`config.mk`:
```
export PLATFORM = sky130hd
export DESIGN_NAME = cfg_loader
export DESIGN_NICKNAME = d
export VERILOG_FILES = /design/src/rtl/cfgld_pkg.sv /design/src/rtl/cfgld_ctrl.sv /design/src/rtl/cfgld_dp.sv /design/src/rtl/cfgld_out.sv /design/src/rtl/cfg_loader.sv
export SDC_FILE = /design/constraint.sdc
export NUM_CORES = 1
export LEC_CHECK = 0
export ABC_CLOCK_PERIOD_IN_PS = 1800
export BUFFER_PORTS_ARGS = -buffer_cell sky130_fd_sc_hd__buf_2
export CAP_MARGIN = 25
export CELL_PAD_IN_SITES_DETAIL_PLACEMENT = 0
export CELL_PAD_IN_SITES_GLOBAL_PLACEMENT = 1
export CORE_MARGIN = 1
export CORE_UTILIZATION = 30
export DETAILED_ROUTE_END_ITERATION = 16
export PLACE_DENSITY = 0.66
export SLEW_MARGIN = 10
export SYNTH_ARGS = -nofsm -noshare
export SYNTH_HDL_FRONTEND = slang
export SYNTH_SLANG_ARGS = --single-unit
```
`constraint.sdc`:
```
create_clock -name clk -period 1.8 [get_ports clk]
set_input_delay 0.09 -clock clk [delete_from_list [all_inputs] [get_ports clk]]
set_output_delay 0.09 -clock clk [all_outputs]
set_load 0.005 [all_outputs]
```
`src/rtl/cfgld_pkg.sv`:
```
package cfgld_pkg;

  // Strobes passed from the control unit to the datapath.
  typedef struct packed {
    logic parLoad;  // take the parallel pins into the active register
    logic shiftEn;  // shift one serial bit in
    logic xferEn;   // copy the shift register into the transfer stage
    logic applyEn;  // copy the transfer stage into the active register
  } ldStrobe_t;

  typedef enum logic [1:0] {
    TSEL_LOW  = 2'b00,
    TSEL_DATA = 2'b01,
    TSEL_MDIV = 2'b10,
    TSEL_OUT  = 2'b11
  } testSel_t;

endpackage

```
`src/rtl/cfgld_ctrl.sv`:
```
module cfgld_ctrl
  import cfgld_pkg::*;
(
  input  logic      clk,
  input  logic      rstN,
  input  logic      pLoadN,
  input  logic      sClk,
  input  logic      sLoad,
  output ldStrobe_t strb
);

  logic sClkQ;
  logic sLoadQ;
  logic pLoadNQ;

  always_ff @(posedge clk or negedge rstN) begin
    if (!rstN) begin
      sClkQ   <= 1'b0;
      sLoadQ  <= 1'b0;
      pLoadNQ <= 1'b0;   // a high pLoadN right after reset counts as a capture edge
    end else begin
      sClkQ   <= sClk;
      sLoadQ  <= sLoad;
      pLoadNQ <= pLoadN;
    end
  end

  always_comb begin
    strb         = '0;
    strb.parLoad = !pLoadN || !pLoadNQ;        // transparent low, or the rising edge
    strb.shiftEn = pLoadN && sClk && !sClkQ;
    strb.xferEn  = pLoadN && sLoad;             // transfer stage tracks while load is high
    strb.applyEn = pLoadN && sLoad && sLoadQ;   // active follows one cycle behind
  end

endmodule

```
`src/rtl/cfgld_dp.sv`:
```
module cfgld_dp
  import cfgld_pkg::*;
#(
  parameter int M_WIDTH = 9,
  parameter int N_WIDTH = 2
) (
  input  logic               clk,
  input  logic               rstN,
  input  ldStrobe_t          strb,
  input  logic [M_WIDTH-1:0] mPar,
  input  logic [N_WIDTH-1:0] nPar,
  input  logic               sData,
  output logic [M_WIDTH-1:0] mAct,
  output logic [N_WIDTH-1:0] nAct,
  output testSel_t           tSel
);

  localparam int T_WIDTH = 2;
  localparam int FRAME_W = T_WIDTH + 1 + N_WIDTH + M_WIDTH;
  localparam int XFER_W  = FRAME_W - 1;      // null slot dropped
  localparam int N_LSB   = M_WIDTH;
  localparam int T_LSB   = M_WIDTH + N_WIDTH + 1;

  logic [FRAME_W-1:0] shiftQ;
  logic [XFER_W-1:0]  xferQ;
  logic [M_WIDTH-1:0] mQ;
  logic [N_WIDTH-1:0] nQ;
  testSel_t           tQ;

  always_ff @(posedge clk or negedge rstN) begin
    if (!rstN) begin
      shiftQ <= '0;
    end else if (strb.shiftEn) begin
      shiftQ <= {shiftQ[FRAME_W-2:0], sData};
    end
  end

  always_ff @(posedge clk or negedge rstN) begin
    if (!rstN) begin
      xferQ <= '0;
    end else if (strb.xferEn) begin
      xferQ <= {shiftQ[FRAME_W-1:T_LSB],
                shiftQ[N_LSB+N_WIDTH-1:N_LSB],
                shiftQ[M_WIDTH-1:0]};
    end
  end

  always_ff @(posedge clk or negedge rstN) begin
    if (!rstN) begin
      mQ <= '0;
      nQ <= '0;
      tQ <= TSEL_LOW;
    end else if (strb.parLoad) begin
      mQ <= mPar;
      nQ <= nPar;
    end else if (strb.applyEn) begin
      mQ <= xferQ[M_WIDTH-1:0];
      nQ <= xferQ[M_WIDTH+N_WIDTH-1:M_WIDTH];
      tQ <= testSel_t'(xferQ[XFER_W-1:XFER_W-T_WIDTH]);
    end
  end

  assign mAct = mQ;
  assign nAct = nQ;
  assign tSel = tQ;

endmodule

```
`src/rtl/cfgld_out.sv`:
```
module cfgld_out
  import cfgld_pkg::*;
#(
  parameter int M_WIDTH = 9,
  parameter int N_WIDTH = 2,
  parameter int M_MIN   = 10,
  parameter int M_MAX   = 28
) (
  input  logic                    parMode,
  input  testSel_t                tSel,
  input  logic                    sData,
  input  logic                    mDivClk,
  input  logic                    outClk,
  input  logic [M_WIDTH-1:0]      mAct,
  input  logic [N_WIDTH-1:0]      nAct,
  output logic                    testOut,
  output logic [(1<<N_WIDTH)-1:0] divRatio,
  output logic                    mOutOfRange
);

  localparam int RATIO_W = 1 << N_WIDTH;

  always_comb begin
    if (parMode) begin
      testOut = 1'b0;
    end else begin
      unique case (tSel)
        TSEL_LOW:  testOut = 1'b0;
        TSEL_DATA: testOut = sData;
        TSEL_MDIV: testOut = mDivClk;
        TSEL_OUT:  testOut = outClk;
        default:   testOut = 1'b0;
      endcase
    end
  end

  for (genvar i = 0; i < RATIO_W; i++) begin : g_ratio
    assign divRatio[i] = (nAct == N_WIDTH'(i));
  end

  assign mOutOfRange = (mAct < M_WIDTH'(M_MIN)) || (mAct > M_WIDTH'(M_MAX));

endmodule

```
`src/rtl/cfg_loader.sv`:
```
module cfg_loader
  import cfgld_pkg::*;
#(
  parameter int M_WIDTH = 9,
  parameter int N_WIDTH = 2,
  parameter int M_MIN   = 10,
  parameter int M_MAX   = 28
) (
  input  logic                    clk,
  input  logic                    rstN,
  input  logic                    pLoadN,
  input  logic [M_WIDTH-1:0]      mPar,
  input  logic [N_WIDTH-1:0]      nPar,
  input  logic                    sClk,
  input  logic                    sData,
  input  logic                    sLoad,
  input  logic                    mDivClk,
  input  logic                    outClk,
  output logic [M_WIDTH-1:0]      mActive,
  output logic [N_WIDTH-1:0]      nCode,
  output logic [(1<<N_WIDTH)-1:0] divRatio,
  output logic                    testOut,
  output logic                    mOutOfRange
);

  ldStrobe_t strb;
  testSel_t  tSel;

  cfgld_ctrl u_ctrl (
    .clk    (clk),
    .rstN   (rstN),
    .pLoadN (pLoadN),
    .sClk   (sClk),
    .sLoad  (sLoad),
    .strb   (strb)
  );

  cfgld_dp #(.M_WIDTH(M_WIDTH), .N_WIDTH(N_WIDTH)) u_dp (
    .clk   (clk),
    .rstN  (rstN),
    .strb  (strb),
    .mPar  (mPar),
    .nPar  (nPar),
    .sData (sData),
    .mAct  (mActive),
    .nAct  (nCode),
    .tSel  (tSel)
  );

  cfgld_out #(.M_WIDTH(M_WIDTH), .N_WIDTH(N_WIDTH),
              .M_MIN(M_MIN), .M_MAX(M_MAX)) u_out (
    .parMode     (!pLoadN),
    .tSel        (tSel),
    .sData       (sData),
    .mDivClk     (mDivClk),
    .outClk      (outClk),
    .mAct        (mActive),
    .nAct        (nCode),
    .testOut     (testOut),
    .divRatio    (divRatio),
    .mOutOfRange (mOutOfRange)
  );

endmodule

```
==> flow_summary.html, run 1 <==
<table>
<tr><th>Metric</th><th>Value</th></tr>
<tr><th colspan="2">Critical path</th></tr>
<tr><td>Worst Path Required</td><td>2.03 ns</td></tr>
<tr><td>Worst r2r dst</td><td>u_dp.nAct[1]</td></tr>
<tr><td>Worst Setup Start Kind</td><td>primary input</td></tr>
<tr><td>Crit. End Element</td><td>flop</td></tr>
<tr><td>CP Data Arrival Time</td><td>approximately 1.8 ns</td></tr>
<tr><td>Setup slack of the worst register-to-register path</td><td>between 0.3 and 0.4 ns</td></tr>
<tr><td>Depth of the most critical reg-to-reg path</td><td>3</td></tr>
<tr><td>Worst reg2reg startpoint</td><td>u_ctrl.pLoadNQ</td></tr>
<tr><td>Type of the worst setup path</td><td>in2reg</td></tr>
<tr><td>Largest fanout on the critical path</td><td>11</td></tr>
<tr><th colspan="2">Timing</th></tr>
<tr><td>Crit path time final</td><td>1.59 ns</td></tr>
<tr><td>Fmax</td><td>628 MHz</td></tr>
<tr><td>Worst clock skew on the final layout</td><td>0.00270 ns</td></tr>
<tr><td>Setup-failing EPs final</td><td>0</td></tr>
<tr><td>Post-Route Hold Slack</td><td>0.0516 ns</td></tr>
<tr><td>Transition time at the pin with the least slew margin</td><td>0.854 ns</td></tr>
<tr><td>Final Slew Violations</td><td>0</td></tr>
<tr><td>Setup ws final</td><td>0.206 ns</td></tr>
<tr><td>Headroom to the max-slew limit</td><td>43.1%</td></tr>
<tr><td>Setup repair after global routing missed its margin</td><td>false</td></tr>
<tr><td>Final cycle utilization of the critical path</td><td>around 89%</td></tr>
<tr><td>Number of endpoints with negative hold slack in the final report</td><td>0</td></tr>
<tr><td>Sum of negative setup slack</td><td>0 ns</td></tr>
<tr><th colspan="2">Yosys</th></tr>
<tr><td>Xor and xnor fraction of the mapped netlist area</td><td>0%</td></tr>
<tr><td>Post-Synthesis Cells</td><td>117</td></tr>
<tr><td>Largest cells by area after synthesis</td><td>dfrtp_1 62%, mux2_2 19%, a221o_1 6.4%</td></tr>
<tr><td>Proportion of synthesized area in mux cells</td><td>approximately a fifth</td></tr>
<tr><td>Netlist area before placement</td><td>approximately 1700 um2</td></tr>
<tr><td>Basic-gate share of the synthesized area counting and, or, nand and nor cells</td><td>8.13%</td></tr>
<tr><td>Unique masters post-synth</td><td>21</td></tr>
<tr><td>Compound-Gate Fraction of Synth Area</td><td>under 10%</td></tr>
<tr><td>FF+latch count, synth</td><td>43</td></tr>
<tr><td>Fraction of the yosys area taken by sequential cells</td><td>62.4%</td></tr>
<tr><td>Combinational family with the most area after synthesis</td><td>multiplexers</td></tr>
<tr><td>Number of warnings printed during yosys synthesis</td><td>0</td></tr>
<tr><td>Post-synthesis share of cell area spent on full adders, half adders and majority gates</td><td>0%</td></tr>
<tr><td>Avg Synthesized Cell Area</td><td>14.7 um2</td></tr>
<tr><td>Most area-hungry cell type in the Yosys netlist</td><td>dfrtp_1</td></tr>
<tr><td>Net count after synthesis</td><td>136</td></tr>
<tr><td>Top cell type's share of synthesized area</td><td>62.4%</td></tr>
<tr><th colspan="2">Global route</th></tr>
<tr><td>Aggregate global routing overflow</td><td>0</td></tr>
<tr><td>Routing usage on met1</td><td>14.7%</td></tr>
<tr><td>Global Route met3 Usage</td><td>just under 5%</td></tr>
<tr><td>Maximum number of pins on one net before global-route repair</td><td>44</td></tr>
<tr><td>Global routing usage on met2</td><td>~17%</td></tr>
<tr><td>GRT Overall Usage</td><td>11.5%</td></tr>
<tr><td>Busiest grt layer</td><td>met2</td></tr>
<tr><td>Vias in the first global route</td><td>between 1k and 1.5k</td></tr>
<tr><td>Number of antenna violations at the first check in global routing</td><td>0</td></tr>
<tr><td>Wire length of the first global-routing pass</td><td>between 5 and 6 mm</td></tr>
<tr><th colspan="2">Power</th></tr>
<tr><td>Power Density</td><td>1060 nW/um2</td></tr>
<tr><td>Leakage</td><td>1.02 nW</td></tr>
<tr><td>IR drop worst, VDD</td><td>0.428 mV</td></tr>
<tr><th colspan="2">Final layout</th></tr>
<tr><td>Most used cells in the layout excluding fill and tap cells</td><td>43 x dfrtp_1, 35 x buf_2, 29 x mux2_2, 11 x a221o_1, 10 x and2_0</td></tr>
<tr><td>Diode insertion count for antenna repair</td><td>0</td></tr>
<tr><td>Most common cell after layout, fill and taps aside</td><td>dfrtp_1</td></tr>
<tr><td>Synthesis-to-finish area growth</td><td>23.1%</td></tr>
<tr><td>Area of the multi-input gates</td><td>624 um2</td></tr>
<tr><td>Number of fillers in the final layout</td><td>550</td></tr>
<tr><td>Number of standard cells in the layout, taps in and fillers out</td><td>between 200 and 250</td></tr>
<tr><td>Sequential standard cell area</td><td>1080 um2</td></tr>
<tr><td># nets final</td><td>181</td></tr>
<tr><td>Finished Core Util</td><td>38.6%</td></tr>
<tr><td>Ratio of cells with drive above 1 in the final layout</td><td>48.1%</td></tr>
<tr><th colspan="2">Drt</th></tr>
<tr><td>Remaining antenna violation count after routing</td><td>0</td></tr>
<tr><td>Total Routed Length</td><td>3.22 mm</td></tr>
<tr><td>Detailed Route Iter0 Violations</td><td>46</td></tr>
<tr><td>WL per Instance</td><td>13.8 um</td></tr>
<tr><td>Vias after detailed routing</td><td>1085</td></tr>
<tr><td>First-pass iteration count of the detailed router</td><td>4</td></tr>
<tr><td>Post-DR vias/cell</td><td>4.64</td></tr>
<tr><td>Number of remaining DRC errors</td><td>0</td></tr>
<tr><th colspan="2">Floorplan</th></tr>
<tr><td>Std cell rows</td><td>27</td></tr>
<tr><td>Die boundary height</td><td>77.8 um</td></tr>
<tr><td>Total Die Area</td><td>between 6000 and 7000 um2</td></tr>
<tr><td>Die Wd</td><td>between 70 and 80 um</td></tr>
<tr><td>Core region area</td><td>about 5500 um2</td></tr>
<tr><td>I/O pin count</td><td>36</td></tr>
<tr><td>Initial core utilization</td><td>31.3%</td></tr>
<tr><th colspan="2">Clock tree</th></tr>
<tr><td>Clk buf depth</td><td>2</td></tr>
<tr><td>CTS buffer count</td><td>5</td></tr>
<tr><td>Total of hold buffers inserted after clock tree synthesis</td><td>4</td></tr>
<tr><td>Clock tree from TritonCTS</td><td>done</td></tr>
<tr><td>Register clock-pin slew on the reported worst setup and hold paths</td><td>0.07 ns</td></tr>
<tr><td>Total clock sinks</td><td>43</td></tr>
<tr><td>Skew-Pair Late Insertion Delay</td><td>0.29 ns</td></tr>
<tr><td>Clock Tree Root</td><td>clkbuf_8</td></tr>
<tr><td>Post-CTS setup repair buffer count</td><td>0</td></tr>
<tr><td>Htree depth</td><td>2</td></tr>
<tr><td>Cts repair resizes</td><td>0</td></tr>
<tr><th colspan="2">Min path</th></tr>
<tr><td>Path type of the worst min-delay path</td><td>in2reg</td></tr>
<tr><td>Startpoint of the lowest-slack hold path</td><td>sData</td></tr>
<tr><td>Hold Path End</td><td>u_dp.shiftQ[0]</td></tr>
<tr><td>Hold Crit Depth</td><td>2</td></tr>
<tr><th colspan="2">Place</th></tr>
<tr><td>Final HPWL from detailed placement</td><td>2.25 mm</td></tr>
<tr><td># placed instances</td><td>223</td></tr>
<tr><td>Number of buffers inserted by port buffering</td><td>35</td></tr>
<tr><td>Routability-driven placement congestion ratio</td><td>0.697</td></tr>
<tr><td>Dpl ws</td><td>0.360 ns</td></tr>
<tr><th colspan="2">Outcome</th></tr>
<tr><td>Run status</td><td>finished clean</td></tr>
<tr><th colspan="2">Job</th></tr>
<tr><td>Max-cap violations</td><td>0</td></tr>
</table>
synthesized netlist by cell type:
library cell / count
nand2_1: 3
nand2_2: 1
dfrtp_1: 43
nor2_1: 1
o211ai_1: 1
clkbuf_1: 1
mux2_2: 29
nor4_1: 1
a21boi_0: 1
o2111ai_1: 1
nand3b_1: 1
nor2b_1: 2
mux2_1: 1
a21oi_1: 1
and2_1: 2
and2_0: 10
nand3b_2: 1
nor2_2: 1
buf_2: 4
o21a_1: 1
a221o_1: 11
critical path: stages:
cell	delay, ns
dlygate4sd3_1	0.52
buf_2	0.17
nand2_1	0.09
a21oi_1	0.67
a221o_1	0.28
cell type report:
cell class,count,share of cell area [%]
Clock buffer,6,3.89
Clock inverter,1,0.236
Multi-Input combinational cell,69,29.4
Sequential cell,43,50.7
Tap cell,72,4.24
Timing Repair Buffer,43,11.5
metal layers:
metal / vias up / share of wire [%]
li1: 521 / -
met4: 0 / 1.9
met3: 6 / 6.1
met2: 32 / 43
met1: 526 / 49
met5: - / 0
worst max-delay path by stage:
| stage | cells after the start | start | slack [ns] | to |
|---|---|---|---|---|
| global route | 5 | pLoadN | 0.11 | u_dp.nAct[1] |
| finish | 5 | pLoadN | 0.21 | u_dp.nAct[1] |
| floorplan | 3 | u_ctrl.sClkQ | 0.59 | u_dp.shiftQ[13] |
| CTS | 5 | pLoadN | 0.20 | u_dp.nAct[1] |
| global placement | 3 | u_ctrl.pLoadNQ | 0.42 | u_dp.mAct[0] |
| detailed placement | 3 | u_ctrl.pLoadNQ | 0.36 | u_dp.nAct[1] |
sequential cells by signal (all words and copies together) (netlist names):
| name | cells |
|---|---|
| u_dp.nAct | 2 |
| u_ctrl.sLoadQ | 1 |
| u_ctrl.pLoadNQ | 1 |
| u_dp.xferQ | 13 |
| u_dp.tSel | 2 |
| u_dp.mAct | 9 |
| u_ctrl.sClkQ | 1 |
| u_dp.shiftQ | 14 |
power breakdown:
part | internal [W] | switching [W] | leakage, nW | total, W
combinational | 0.000221 | 0.000118 | 0.423 | 0.000340
clock | 0.000301 | 0.000295 | 0.0470 | 0.000596
sequential | 0.00118 | 0.000145 | 0.547 | 0.00132
total | 0.00170 | 0.000559 | 1.02 | 0.00226
cells by family (layout without fill, tap and decap cells):
kind of cell	Yosys count	after routing
DFF	43	43
muxes	30	30
and+or+nand+nor	23	23
AOI/OAI and AO/OA	16	16
buffers and inverters	5	50
metrics by stage:
step                power [W]  area, um2
finish                0.00226       2120
global route          0.00239       2120
CTS                   0.00229       2120
detailed placement    0.00168       2000
global placement      0.00166       2000
floorplan             0.00152       1720
(Power assumes the default switching activity.)
==> inputs of run 2 (changes only) <==
Settings changed: ABC_CLOCK_PERIOD_IN_PS 1800 to 1900.
Clock period 1.8 ns to 1.9 ns, I/O delays scaled along.
==> flow_summary.html, run 2 (synthesis gave the netlist of run 1 again) <==
<table>
<tr><th>Metric</th><th>Value</th></tr>
<tr><th colspan="2">Outcome</th></tr>
<tr><td>Run status</td><td>finished clean</td></tr>
<tr><th colspan="2">Power</th></tr>
<tr><td>IR drop worst, VDD</td><td>between 0.3 and 0.4 mV</td></tr>
<tr><td>Switching part of the total power</td><td>25.8%</td></tr>
<tr><td>Power Density</td><td>1000 nW/um2</td></tr>
<tr><td>Share of total power in combinational logic</td><td>15.3%</td></tr>
<tr><td>Switching component of the power</td><td>roughly 0.00055 W</td></tr>
<tr><td>Sequential group share of total power</td><td>58.8%</td></tr>
<tr><td>Relative contribution of the clock network to total power</td><td>25.9%</td></tr>
<tr><td>Cell Int Power</td><td>0.00158 W</td></tr>
<tr><td>Leakage</td><td>about 1.0 nW</td></tr>
<tr><th colspan="2">Timing</th></tr>
<tr><td>Setup ws final</td><td>0.336 ns</td></tr>
<tr><td>Fmax</td><td>around 640 MHz</td></tr>
<tr><td>Transition time at the pin with the least slew margin</td><td>between 0.5 and 0.6 ns</td></tr>
<tr><td>Crit path time final</td><td>1.56 ns</td></tr>
<tr><td>Setup-failing EPs final</td><td>0</td></tr>
<tr><td>Number of endpoints with negative hold slack in the final report</td><td>0</td></tr>
<tr><td>Worst clock skew on the final layout</td><td>0.00880 ns</td></tr>
<tr><td>Final Slew Violations</td><td>0</td></tr>
<tr><td>Final cycle utilization of the critical path</td><td>roughly 80%</td></tr>
<tr><td>Headroom to the max-slew limit</td><td>a little over three fifths</td></tr>
<tr><td>Sum of negative setup slack</td><td>0 ns</td></tr>
<tr><td>Setup repair after global routing missed its margin</td><td>false</td></tr>
<tr><th colspan="2">Global route</th></tr>
<tr><td>Number of antenna violations at the first check in global routing</td><td>0</td></tr>
<tr><td>Aggregate global routing overflow</td><td>0</td></tr>
<tr><td>Wire length of the first global-routing pass</td><td>5.70 mm</td></tr>
<tr><td>GRT Overall Usage</td><td>12.4%</td></tr>
<tr><td>Maximum number of pins on one net before global-route repair</td><td>23</td></tr>
<tr><td>Vias in the first global route</td><td>1146</td></tr>
<tr><th colspan="2">Floorplan</th></tr>
<tr><td>Initial core utilization</td><td>a little under a third</td></tr>
<tr><td>Total Die Area</td><td>about 6100 um2</td></tr>
<tr><td>I/O pin count</td><td>36</td></tr>
<tr><td>Die Wd</td><td>77.8 um</td></tr>
<tr><td>Die boundary height</td><td>approximately 78 um</td></tr>
<tr><td>Core region area</td><td>about 5500 um2</td></tr>
<tr><td>Std cell rows</td><td>27</td></tr>
<tr><th colspan="2">Place</th></tr>
<tr><td>Final HPWL from detailed placement</td><td>2.44 mm</td></tr>
<tr><td>Number of buffers inserted by port buffering</td><td>35</td></tr>
<tr><td>Routability-driven placement congestion ratio</td><td>0.753</td></tr>
<tr><td>Dpl ws</td><td>0.205 ns</td></tr>
<tr><th colspan="2">Clock tree</th></tr>
<tr><td>Clock tree from TritonCTS</td><td>done</td></tr>
<tr><td>Clk buf depth</td><td>2</td></tr>
<tr><td>Register clock-pin slew on the reported worst setup and hold paths</td><td>approximately 0.080 ns</td></tr>
<tr><td>Post-CTS setup repair buffer count</td><td>0</td></tr>
<tr><td>Clock Tree Root</td><td>clkbuf_8</td></tr>
<tr><td>CTS buffer count</td><td>5</td></tr>
<tr><td>Skew-Pair Late Insertion Delay</td><td>0.29 ns</td></tr>
<tr><td>Htree depth</td><td>2</td></tr>
<tr><td>Total clock sinks</td><td>43</td></tr>
<tr><th colspan="2">Final layout</th></tr>
<tr><td>Number of flip-flops in the largest register</td><td>14</td></tr>
<tr><td>Synthesis-to-finish area growth</td><td>23.2%</td></tr>
<tr><td>Diode insertion count for antenna repair</td><td>0</td></tr>
<tr><td>Number of fillers in the final layout</td><td>542</td></tr>
<tr><td>Ratio of cells with drive above 1 in the final layout</td><td>48.5%</td></tr>
<tr><td>Largest register by flop count</td><td>u_dp.shiftQ</td></tr>
<tr><td># nets final</td><td>181</td></tr>
<tr><td>Most common cell after layout, fill and taps aside</td><td>dfrtp_1</td></tr>
<tr><td>Most used cells in the layout excluding fill and tap cells</td><td>43 x dfrtp_1, 35 x buf_2, 29 x mux2_2, 11 x a221o_1, 10 x and2_0</td></tr>
<tr><th colspan="2">Drt</th></tr>
<tr><td>Detailed Route Iter0 Violations</td><td>36</td></tr>
<tr><td>Vias after detailed routing</td><td>1103</td></tr>
<tr><td>WL per Instance</td><td>14.4 um</td></tr>
<tr><td>First-pass iteration count of the detailed router</td><td>4</td></tr>
<tr><td>Number of remaining DRC errors</td><td>0</td></tr>
<tr><td>Total Routed Length</td><td>roughly 3.4 mm</td></tr>
<tr><td>Remaining antenna violation count after routing</td><td>0</td></tr>
<tr><td>Post-DR vias/cell</td><td>4.69</td></tr>
<tr><th colspan="2">Critical path</th></tr>
<tr><td>Library cell contributing the largest single delay on the critical path</td><td>dlygate4sd3_1</td></tr>
<tr><td>Worst Setup Start Kind</td><td>primary input</td></tr>
<tr><td>Series of cell instances along the critical path</td><td>dlygate4sd3_1, buf_2, nand2_1, a21oi_2, a221o_1</td></tr>
<tr><td>Crit. End Element</td><td>flop</td></tr>
<tr><td>Type of the worst setup path</td><td>in2reg</td></tr>
<tr><td>CP Data Arrival Time</td><td>1.78 ns</td></tr>
<tr><td>Setup slack of the worst register-to-register path</td><td>0.49 ns</td></tr>
<tr><td>Worst Path Required</td><td>approximately 2.1 ns</td></tr>
<tr><td>Slowest stage delay, CP</td><td>0.51 ns</td></tr>
<tr><td>Worst r2r dst</td><td>u_dp.mAct[3]</td></tr>
<tr><td>Depth of the most critical reg-to-reg path</td><td>3</td></tr>
<tr><td>Worst reg2reg startpoint</td><td>u_ctrl.pLoadNQ</td></tr>
<tr><td>Largest fanout on the critical path</td><td>12</td></tr>
<tr><th colspan="2">Min path</th></tr>
<tr><td>Path type of the worst min-delay path</td><td>in2reg</td></tr>
<tr><td>Hold Crit Depth</td><td>2</td></tr>
<tr><td>Startpoint of the lowest-slack hold path</td><td>sData</td></tr>
<tr><td>Hold Path End</td><td>u_dp.shiftQ[0]</td></tr>
<tr><th colspan="2">Job</th></tr>
<tr><td>Max-cap violations</td><td>0</td></tr>
</table>
[run 2: cell count changes in the layout (fill, tap and decap cells not counted)]
cell        delta
a21oi_1        -1
a21oi_2        +1
clkbuf_1       +1
clkinvlp_4     +1
clkbuf_8       -1
[run 2: power groups by stage]
stage | combinational [W] | clock, W | sequential (W)
after floorplan | 0.000222 | 0 | 0.00122
after global placement | 0.000308 | 0 | 0.00127
after detailed placement | 0.000325 | 0 | 0.00127
after CTS | 0.000333 | 0.000572 | 0.00125
after global routing | 0.000362 | 0.000618 | 0.00128
final | 0.000326 | 0.000551 | 0.00125
[run 2: per-stage QoR]
step / util, % / cells / hold slack [ns] / power, W / area (um2)
final: 38.6 / 235 / 0.0636 / 0.00213 / 2120
after global routing: 38.6 / 235 / 0.0552 / 0.00226 / 2120
after CTS: 38.5 / 235 / 0.0528 / 0.00216 / 2120
after detailed placement: 36.2 / 223 / 0.0784 / 0.00160 / 2000
after global placement: 36.2 / 223 / 0.0743 / 0.00157 / 2000
after floorplan: - / 117 / -0.201 / 0.00144 / 1720
[run 2: worst max-delay path by stage]
stage | endpoint | slack, ns | depth (start not counted) | from
CTS | u_dp.mAct[3] | 0.03 | 5 | pLoadN
floorplan | u_dp.shiftQ[13] | 0.69 | 3 | u_ctrl.sClkQ
detailed placement | u_dp.mAct[3] | 0.21 | 3 | u_ctrl.pLoadNQ
global route | u_dp.mAct[4] | 0.21 | 5 | pLoadN
finish | u_dp.mAct[3] | 0.34 | 5 | pLoadN
global placement | u_dp.mAct[7] | 0.31 | 3 | u_ctrl.pLoadNQ
[run 2: timing repair]
action	in CTS	in global routing
hold endpoints to repair	23	0
setup endpoints to repair	0	11
hold buffers	4	0
resized for setup	0	1
[run 2: layout make-up]
cell class | count | area, um2 | area share (%)
flip-flops and latches | 43 | 1080 | 50.6
multi-input cells | 69 | 628 | 29.6
repair buffers | 43 | 245 | 11.5
well taps | 72 | 90.1 | 4.24
clock buffers | 6 | 72.6 | 3.42
clock inverters | 2 | 12.5 | 0.589
[run 2: per-layer routing]
layer | up-vias | track usage (%) | part of all wire (%)
li1 | 516 | - | -
met1 | 547 | 16.5 | 48
met2 | 36 | 19.5 | 46
met3 | 4 | 2.94 | 4.9
met4 | 0 | 5.09 | 1.1
met5 | - | 0 | 0
[run 2: worst max-delay path: cells and delay by family]
family / cells / cell delay, ns
compound gates: 2 / 0.76
buf+inv: 2 / 0.67
simple gates: 1 / 0.25
